===== config.mk =====
export PLATFORM = sky130hd
export DESIGN_NAME = addr_shift_dispatch
export DESIGN_NICKNAME = d
export VERILOG_FILES = /design/src/rtl/asr_pkg.sv /design/src/rtl/asr_shifter.sv /design/src/rtl/asr_decoder.sv /design/src/rtl/asr_latches.sv /design/src/rtl/addr_shift_dispatch.sv
export SDC_FILE = /design/constraint.sdc
export NUM_CORES = 1
export LEC_CHECK = 0
export BUFFER_PORTS_ARGS = -buffer_cell sky130_fd_sc_hd__buf_4
export CORE_UTILIZATION = 50
export DETAILED_ROUTE_END_ITERATION = 8
export PLACE_DENSITY = 0.85
export SLEW_MARGIN = 10
export SYNTH_ARGS = -nofsm -noshare
export SYNTH_HDL_FRONTEND = slang
export SYNTH_SLANG_ARGS = --single-unit

===== constraint.sdc =====
create_clock -name clk -period 4.4 [get_ports clk]
set_input_delay 0.22 -clock clk [delete_from_list [all_inputs] [get_ports clk]]
set_output_delay 0.22 -clock clk [all_outputs]
set_load 0.01 [all_outputs]

===== src/rtl/asr_pkg.sv =====
package asr_pkg;

    localparam int WORD_W = 40;
    localparam int ADDR_W = 4;
    localparam int KEY_W  = 8;
    localparam int PAY_W  = WORD_W - ADDR_W;
    localparam int DATA_W = PAY_W - KEY_W;

    localparam logic [KEY_W-1:0] KEY_BANK1 = 8'hA5;
    localparam logic [KEY_W-1:0] KEY_BANK2 = 8'h5A;

    typedef enum logic [ADDR_W-1:0] {
        DST_GRAY    = 4'd0,
        DST_RESTART = 4'd9,
        DST_STATUS  = 4'd10,
        DST_NVREAD  = 4'd11,
        DST_NVPROG1 = 4'd12,
        DST_NVPROG2 = 4'd13,
        DST_DOTCORR = 4'd14,
        DST_FUNCBR  = 4'd15
    } dest_e;

    typedef struct packed {
        logic gs_we;
        logic dc_we;
        logic fc_we;
        logic restart;
        logic ld_status;
        logic ld_nvm;
        logic prog1;
        logic prog2;
    } xfer_t;

    function automatic xfer_t decode_dest(logic [ADDR_W-1:0] a, logic [KEY_W-1:0] key);
        xfer_t c;
        c = '0;
        case (a)
            DST_GRAY:    c.gs_we     = 1'b1;
            DST_RESTART: c.restart   = 1'b1;
            DST_STATUS:  c.ld_status = 1'b1;
            DST_NVREAD:  c.ld_nvm    = 1'b1;
            DST_NVPROG1: c.prog1     = (key == KEY_BANK1);
            DST_NVPROG2: c.prog2     = (key == KEY_BANK2);
            DST_DOTCORR: c.dc_we     = 1'b1;
            DST_FUNCBR:  c.fc_we     = 1'b1;
            default:     c = '0;
        endcase
        return c;
    endfunction

endpackage


===== src/rtl/asr_shifter.sv =====
module asr_shifter
    import asr_pkg::*;
#(
    parameter int WIDTH = WORD_W
) (
    input  logic             clk,
    input  logic             rst,
    input  logic             shift_en,
    input  logic             sdi,
    input  logic             load,
    input  logic [WIDTH-1:0] load_word,
    output logic [WIDTH-1:0] q,
    output logic             sdo
);

    always_ff @(posedge clk) begin
        if (rst)
            q <= '0;
        else if (load)
            q <= load_word;
        else if (shift_en)
            q <= {q[WIDTH-2:0], sdi};
    end

    assign sdo = q[WIDTH-1];

    // a shift without a load takes the serial input into bit 0
    a_r2_shift_in: assert property (@(posedge clk) disable iff (rst)
        (shift_en && !load) |=> (q[0] == $past(sdi)));

    // a load places the selected readable word in the register
    a_r7_load_word: assert property (@(posedge clk) disable iff (rst)
        load |=> (q == $past(load_word)));

endmodule


===== src/rtl/asr_decoder.sv =====
module asr_decoder
    import asr_pkg::*;
(
    input  logic              clk,
    input  logic              rst,
    input  logic              latch_req,
    input  logic [ADDR_W-1:0] addr,
    input  logic [KEY_W-1:0]  key,
    output xfer_t             cmd
);

    logic strobe_d;
    logic strobe_q;

    always_ff @(posedge clk) begin
        if (rst) begin
            strobe_d <= 1'b0;
            strobe_q <= 1'b0;
        end else begin
            strobe_d <= latch_req;
            strobe_q <= latch_req && !strobe_d;
        end
    end

    always_comb begin
        cmd = '0;
        if (strobe_q)
            cmd = decode_dest(addr, key);
    end

    // a transfer cycle is never immediately followed by another
    a_r12_single_xfer: assert property (@(posedge clk) disable iff (rst)
        strobe_q |=> !strobe_q);

    // at most one action per transfer
    a_r12_one_action: assert property (@(posedge clk) disable iff (rst)
        $onehot0(cmd));

endmodule


===== src/rtl/asr_latches.sv =====
module asr_latches
    import asr_pkg::*;
#(
    parameter int PW = PAY_W,
    parameter int DW = DATA_W
) (
    input  logic          clk,
    input  logic          rst,
    input  xfer_t         cmd,
    input  logic [PW-1:0] payload,
    input  logic          ovp,
    input  logic          scp,
    input  logic [PW-1:0] dc_default,
    output logic [PW-1:0] gs_q,
    output logic [PW-1:0] dc_q,
    output logic [PW-1:0] fc_q,
    output logic          en_q,
    output logic          prog1_q,
    output logic          prog2_q,
    output logic [DW-1:0] pdata_q
);

    always_ff @(posedge clk) begin
        if (rst) begin
            gs_q    <= '0;
            dc_q    <= dc_default;
            fc_q    <= '0;
            en_q    <= 1'b1;
            prog1_q <= 1'b0;
            prog2_q <= 1'b0;
            pdata_q <= '0;
        end else begin
            if (cmd.gs_we) gs_q <= payload;
            if (cmd.dc_we) dc_q <= payload;
            if (cmd.fc_we) fc_q <= payload;
            if (ovp || scp)
                en_q <= 1'b0;
            else if (cmd.restart)
                en_q <= 1'b1;
            prog1_q <= cmd.prog1;
            prog2_q <= cmd.prog2;
            if (cmd.prog1 || cmd.prog2)
                pdata_q <= payload[DW-1:0];
        end
    end

    // a fault shuts the outputs down on the next clock
    a_r6_fault_disables: assert property (@(posedge clk) disable iff (rst)
        (ovp || scp) |=> !en_q);

    // restart with no fault present re-enables
    a_r5_restart_enables: assert property (@(posedge clk) disable iff (rst)
        (cmd.restart && !ovp && !scp) |=> en_q);

    // the grayscale latch holds when not written
    a_r4_gs_hold: assert property (@(posedge clk) disable iff (rst)
        !cmd.gs_we |=> $stable(gs_q));

    // program requests are single-cycle and exclusive
    a_r9_prog_pulse: assert property (@(posedge clk) disable iff (rst)
        (prog1_q || prog2_q) |=> !(prog1_q || prog2_q));

    a_r10_prog_excl: assert property (@(posedge clk) disable iff (rst)
        $onehot0({prog1_q, prog2_q}));

endmodule


===== src/rtl/addr_shift_dispatch.sv =====
module addr_shift_dispatch
    import asr_pkg::*;
(
    input  logic              clk,
    input  logic              rst,
    input  logic              shift_en,
    input  logic              sdi,
    output logic              sdo,
    input  logic              latch_req,
    input  logic              ovp_fault,
    input  logic              scp_fault,
    input  logic [WORD_W-1:0] status_word,
    input  logic [WORD_W-1:0] nvm_rdata,
    input  logic [PAY_W-1:0]  nvm_dc_default,
    output logic [PAY_W-1:0]  gs_data,
    output logic [PAY_W-1:0]  dc_data,
    output logic [PAY_W-1:0]  fcbc_data,
    output logic              drive_enable,
    output logic              nvm_prog_bank1,
    output logic              nvm_prog_bank2,
    output logic [DATA_W-1:0] nvm_prog_data
);

    logic [WORD_W-1:0] word_q;
    logic [WORD_W-1:0] load_word;
    logic              load;
    xfer_t             cmd;

    assign load      = cmd.ld_status || cmd.ld_nvm;
    assign load_word = cmd.ld_status ? status_word : nvm_rdata;

    asr_shifter #(.WIDTH(WORD_W)) u_shift (
        .clk       (clk),
        .rst       (rst),
        .shift_en  (shift_en),
        .sdi       (sdi),
        .load      (load),
        .load_word (load_word),
        .q         (word_q),
        .sdo       (sdo)
    );

    asr_decoder u_dec (
        .clk       (clk),
        .rst       (rst),
        .latch_req (latch_req),
        .addr      (word_q[WORD_W-1 -: ADDR_W]),
        .key       (word_q[PAY_W-1 -: KEY_W]),
        .cmd       (cmd)
    );

    asr_latches #(.PW(PAY_W), .DW(DATA_W)) u_lat (
        .clk        (clk),
        .rst        (rst),
        .cmd        (cmd),
        .payload    (word_q[PAY_W-1:0]),
        .ovp        (ovp_fault),
        .scp        (scp_fault),
        .dc_default (nvm_dc_default),
        .gs_q       (gs_data),
        .dc_q       (dc_data),
        .fc_q       (fcbc_data),
        .en_q       (drive_enable),
        .prog1_q    (nvm_prog_bank1),
        .prog2_q    (nvm_prog_bank2),
        .pdata_q    (nvm_prog_data)
    );

endmodule


After elaboration in Yosys (flattened, before gate mapping):

Cells that the tools add are included.

* equal/unequal tests: 9
* multiplexer cells: 16
* reduce and logical (&&, ||, !) cells: 9

Operators with widths (number)
* 2-to-1 mux 40 bit: 3
* 2-to-1 mux 36 bit: 2
* == test 4 bit, second input constant: 7
* 2-to-1 mux 1 bit: 10
* == test 8 x 7 -> 1 bit, second input constant: 1
* == test 8 bit, second input constant: 1
* 2-to-1 mux 8 bit: 1
* nonzero test 2 bit: 3
* logical NOT 4 bit: 1
* logical OR 1 bit: 3
* logical AND 1 bit: 1
* logical NOT 1 bit: 1

* register bits after elaboration: 181
* input port bits: 123
* output and inout bits: 140

Logic depth before layout (Yosys ltp):

* depth in word-level cells: 5
* depth in mapped cells: 7
* mapped depth without buffers: 4

Modules after synthesis:

Synthesis repeated with hierarchy kept, for this count alone.

* cell total of the unflattened synthesis: 719
* area total of the unflattened synthesis: 8031.5 um^2

Modules (own cells, without submodules)
* asr_latches: times used 1, cells an instance 472, area an instance 5246.3 um^2, seq. area each 3143.0 um^2
* asr_shifter: times used 1, cells an instance 179, area an instance 1899.3 um^2, seq. area each 800.8 um^2
* addr_shift_dispatch: times used 1, cells an instance 46, area an instance 694.4 um^2, seq. area each 0.0 um^2
* asr_decoder: times used 1, cells an instance 22, area an instance 191.4 um^2, seq. area each 40.0 um^2

Worst setup path after synthesis:

OpenSTA, ideal clock, no wires.

* path type: register -> register
* start: register u_shift.q[36]
* end: register u_lat.dc_q[0] (enable)
* library setup time: 479 ps
* arrival time: 3466 ps
* path slack: 455 ps
* stages on the path, launching flop included: 5
* path buffers: 3
* period minus slack after synthesis: 3945 ps
* cells stage by stage: dfxtp_1 > buf_2 > clkbuf_1 > buf_1 > o21ai_0

* longest elaborated chain between the ends: 4

RTL lines
* from (decl): RTL line asr_shifter.sv:12 `output logic [WIDTH-1:0] q,`
* from (signal assigned): RTL line asr_shifter.sv:20 `q <= load_word;`
* from (signal assigned): RTL line asr_shifter.sv:22 `q <= {q[WIDTH-2:0], sdi};`
* == test 4 bit: RTL line asr_pkg.sv:37 `case (a)`
* 2-to-1 mux 1 bit: RTL line asr_pkg.sv:37
* 2-to-1 mux 8 bit: RTL line asr_decoder.sv:27 `if (strobe_q)`
* nonzero test 2 bit (no source line)
* to (signal assigned): RTL line asr_latches.sv:26 `dc_q <= dc_default;`
* to (signal assigned): RTL line asr_latches.sv:34 `if (cmd.dc_we) dc_q <= payload;`
* to (decl): RTL line asr_latches.sv:15 `output logic [PW-1:0] dc_q,`

Every way passes these cells.
A chain may end at the register's enable or synchronous reset.

Final worst setup path:

* start: register u_shift.q[36]
* end: register u_lat.fc_q[21]

* longest elaborated chain between the ends: 3

RTL lines
* == test 4 bit: RTL line asr_pkg.sv:37
* 2-to-1 mux 1 bit: RTL line asr_pkg.sv:37
* 2-to-1 mux 8 bit: RTL line asr_decoder.sv:27
* to (signal assigned): RTL line asr_latches.sv:35 `if (cmd.fc_we) fc_q <= payload;`
* to (decl): RTL line asr_latches.sv:16 `output logic [PW-1:0] fc_q,`

Every way passes these cells.

==> impl_metrics.json <==
{
  "synth_flop_cell": "dfxtp_1",
  "synth_area_leader_cell": "dfxtp_1",
  "cpPeakStageDelay_ns": 1.02,
  "drtIter0Drc": 521,
  "synth.most_common_cell": "nand2_1",
  "track_usage": 0.277,
  "highest_layer": "met4",
  "postRouteAntennaNets": 0,
  "cts_sinks": 181,
  "syn_inst": 799,
  "wl_per_cell_um": 17.3,
  "p_per_area_nw_per_um2": 357,
  "cts_resized": 0,
  "hold_viol": 0,
  "root_buffer": "clkbuf_16",
  "critical_path.top_delay_family": "simple AND/OR/NAND/NOR gates",
  "cts_setup_buffers": 0,
  "io_buffers": 262,
  "cp.arrival_ns": 2.88,
  "drt-met1-wl_mm": 8.75,
  "rsz0062_at_grt": "false",
  "drtPass1Iterations": 8,
  "synth-seq-area-share": 0.536,
  "start_util": 0.511,
  "yosys-top-cells-area": "dfxtp_1, edfxtp_1, nand2_1",
  "syn_to_final_growth_pct": 36.0,
  "grt_overflow_total": 0,
  "viasPerCell": 5.44,
  "core-area_um2": 14500,
  "rows": 44,
  "clkTransAtPathRegs_ns": 0.07,
  "final_util": 0.695,
  "clk_latency_ns": 0.42,
  "vdd_drop_max_v": 0.000244,
  "end_kind": "flop",
  "tritoncts": "built",
  "syn_nets": 922,
  "maxSlewHeadroom": 0.310,
  "place.gp.congestion": 0.857,
  "syn_avg_cell_area_um2": 9.29,
  "via_count": 6662,
  "cts_buffers": 17,
  "run_status": "complete, no violations",
  "path_max_fanout": 55,
  "die_w_um": 124,
  "antennaDiodeCount": 0,
  "synth_cell_types": 38,
  "cts.htree.levels": 4,
  "io-pin-count": 263,
  "start_kind": "flop",
  "crit_slowest_cell": "nand3_2",
  "hpwlAfterDp_mm": 14.8,
  "grt_max_degree": 63,
  "yosys-top-cells-count": "nand2_1, dfxtp_1, a211oi_1, a21oi_1, mux2i_1",
  "power_leakage_nw": 4.37,
  "maxSlewViolCount": 0,
  "synthArstFlopShare": 0,
  "tns_ns": 0,
  "totalWireLength_mm": 21.2,
  "yosysTopAreaCellShare": 0.391,
  "finalCritPeriodShare": 0.589,
  "finalNetCount": 1151,
  "synth.cell_area_um2": 7430,
  "antenna_found_initial": 0,
  "grt_first_pass_wirelength_mm": 32.0,
  "path_buf_inv": 0,
  "grt_pass1_vias": 6076,
  "ys_ff_latch": 181,
  "clockBufferDepth": 2,
  "drc_errors": 0,
  "wl_met2_mm": 10.2,
  "hp-class": "input pin to flop",
  "synth_edf_count": 36,
  "yosys_warnings": 0,
  "max_freq_mhz": 386,
  "required_ns": 4.69,
  "worstSetupPathType": "flop to flop",
  "die_area_um2": 15300,
  "drive_gt1_frac": 0.307,
  "clock_skew_ns": 0.00826,
  "die_y_um": 124,
  "layout_min_cycle_time_ns": 2.59,
  "max_cap_violations": 0,
  "wl_met3_mm": 1.71,
  "crit_chain": "nand3_2, nand2_1, a21oi_1",
  "setup_viol": 0,
  "worst_pin_slew_ns": 1.04
}
power breakdown:
group / internal (W) / switching [W] / leakage [nW]
sequential: 0.00172 / 0.0000209 / 1.54
combinational: 0.000131 / 0.000119 / 2.53
clock: 0.000986 / 0.000634 / 0.303
total: 0.00284 / 0.000774 / 4.37
repair_timing:
action / in CTS / in global routing
hold buffers: 2 / 0
endpoints found under the setup margin: 0 / 0
hold endpoints to repair: 1 / 0
registers in the layout, indices dropped and copies added, names as in the netlist:
| signal | count |
|---|---|
| u_lat.gs_q | 36 |
| u_dec.strobe_d | 1 |
| u_lat.prog2_q | 1 |
| u_lat.en_q | 1 |
| u_dec.strobe_q | 1 |
| u_lat.pdata_q | 28 |
| u_shift.q | 40 |
| u_lat.fc_q | 36 |
| u_lat.prog1_q | 1 |
| u_lat.dc_q | 36 |
worst paths after layout:
kind | start | slack (ns) | depth (start not counted) | to
worst max register to register | u_shift.q[36] | 1.81 | 3 | u_lat.fc_q[21]
worst max-delay path | u_shift.q[36] | 1.81 | 3 | u_lat.fc_q[21]
worst min-delay path | nvm_dc_default[4] | 0.06 | 3 | u_lat.dc_q[4]
worst min register to register | u_dec.strobe_d | 0.40 | 1 | u_dec.strobe_q
through the flow:
stage                     power (W)  instances  hold slack (ns)  instance area (um^2)  setup slack, ns
final                       0.00361       1225           0.0620                 10100             1.81
after global routing        0.00371       1225           0.0633                 10100             1.66
after CTS                   0.00362       1225           0.0481                 10100             1.68
after detailed placement    0.00202       1191            0.396                  9450             1.73
after global placement      0.00202       1191            0.372                  9450             1.79
after floorplan             0.00188        799            0.322                  7430            0.455
worst register-to-register path, delay by kind of cell (launching register included):
family	cells	cell delay, ns
flops	1	1.01
simple gates	2	1.36
compound gates	1	0.09
layer usage:
layer / vias up / GRT usage
li1: 3207 / -
met1: 3118 / 0.353
met2: 297 / 0.455
met3: 40 / 0.0600
met4: 0 / 0.115
met5: - / 0
final cells by class:
type	count	area, um^2
Clock inverter	11	173
Inverter	2	7.51
Tap cell	184	230
Timing Repair Buffer	274	2060
Sequential cell	181	3990
Multi-Input combinational cell	552	3180
Clock buffer	21	460
Fill cell	1129	4430
cells by family after synthesis:
kind of cell           synth area share
buffers and inverters            0.0391
muxes                             0.101
AOI/OAI and AO/OA                 0.133
DFF                               0.536
and+or+nand+nor                   0.191
layout by cell type, fill, tap and decap left out, types with 3 or more instances in the layout:
cell / count
mux2_2: 8
nor2b_1: 40
nand2_1: 258
bufinv_16: 4
nor2_1: 3
buf_4: 272
mux2i_1: 66
a21oi_1: 75
a211oi_1: 75
dfxtp_1: 144
edfxtp_1: 36
clkbuf_16: 17
Note: power is estimated with default switching activity, not from simulation.
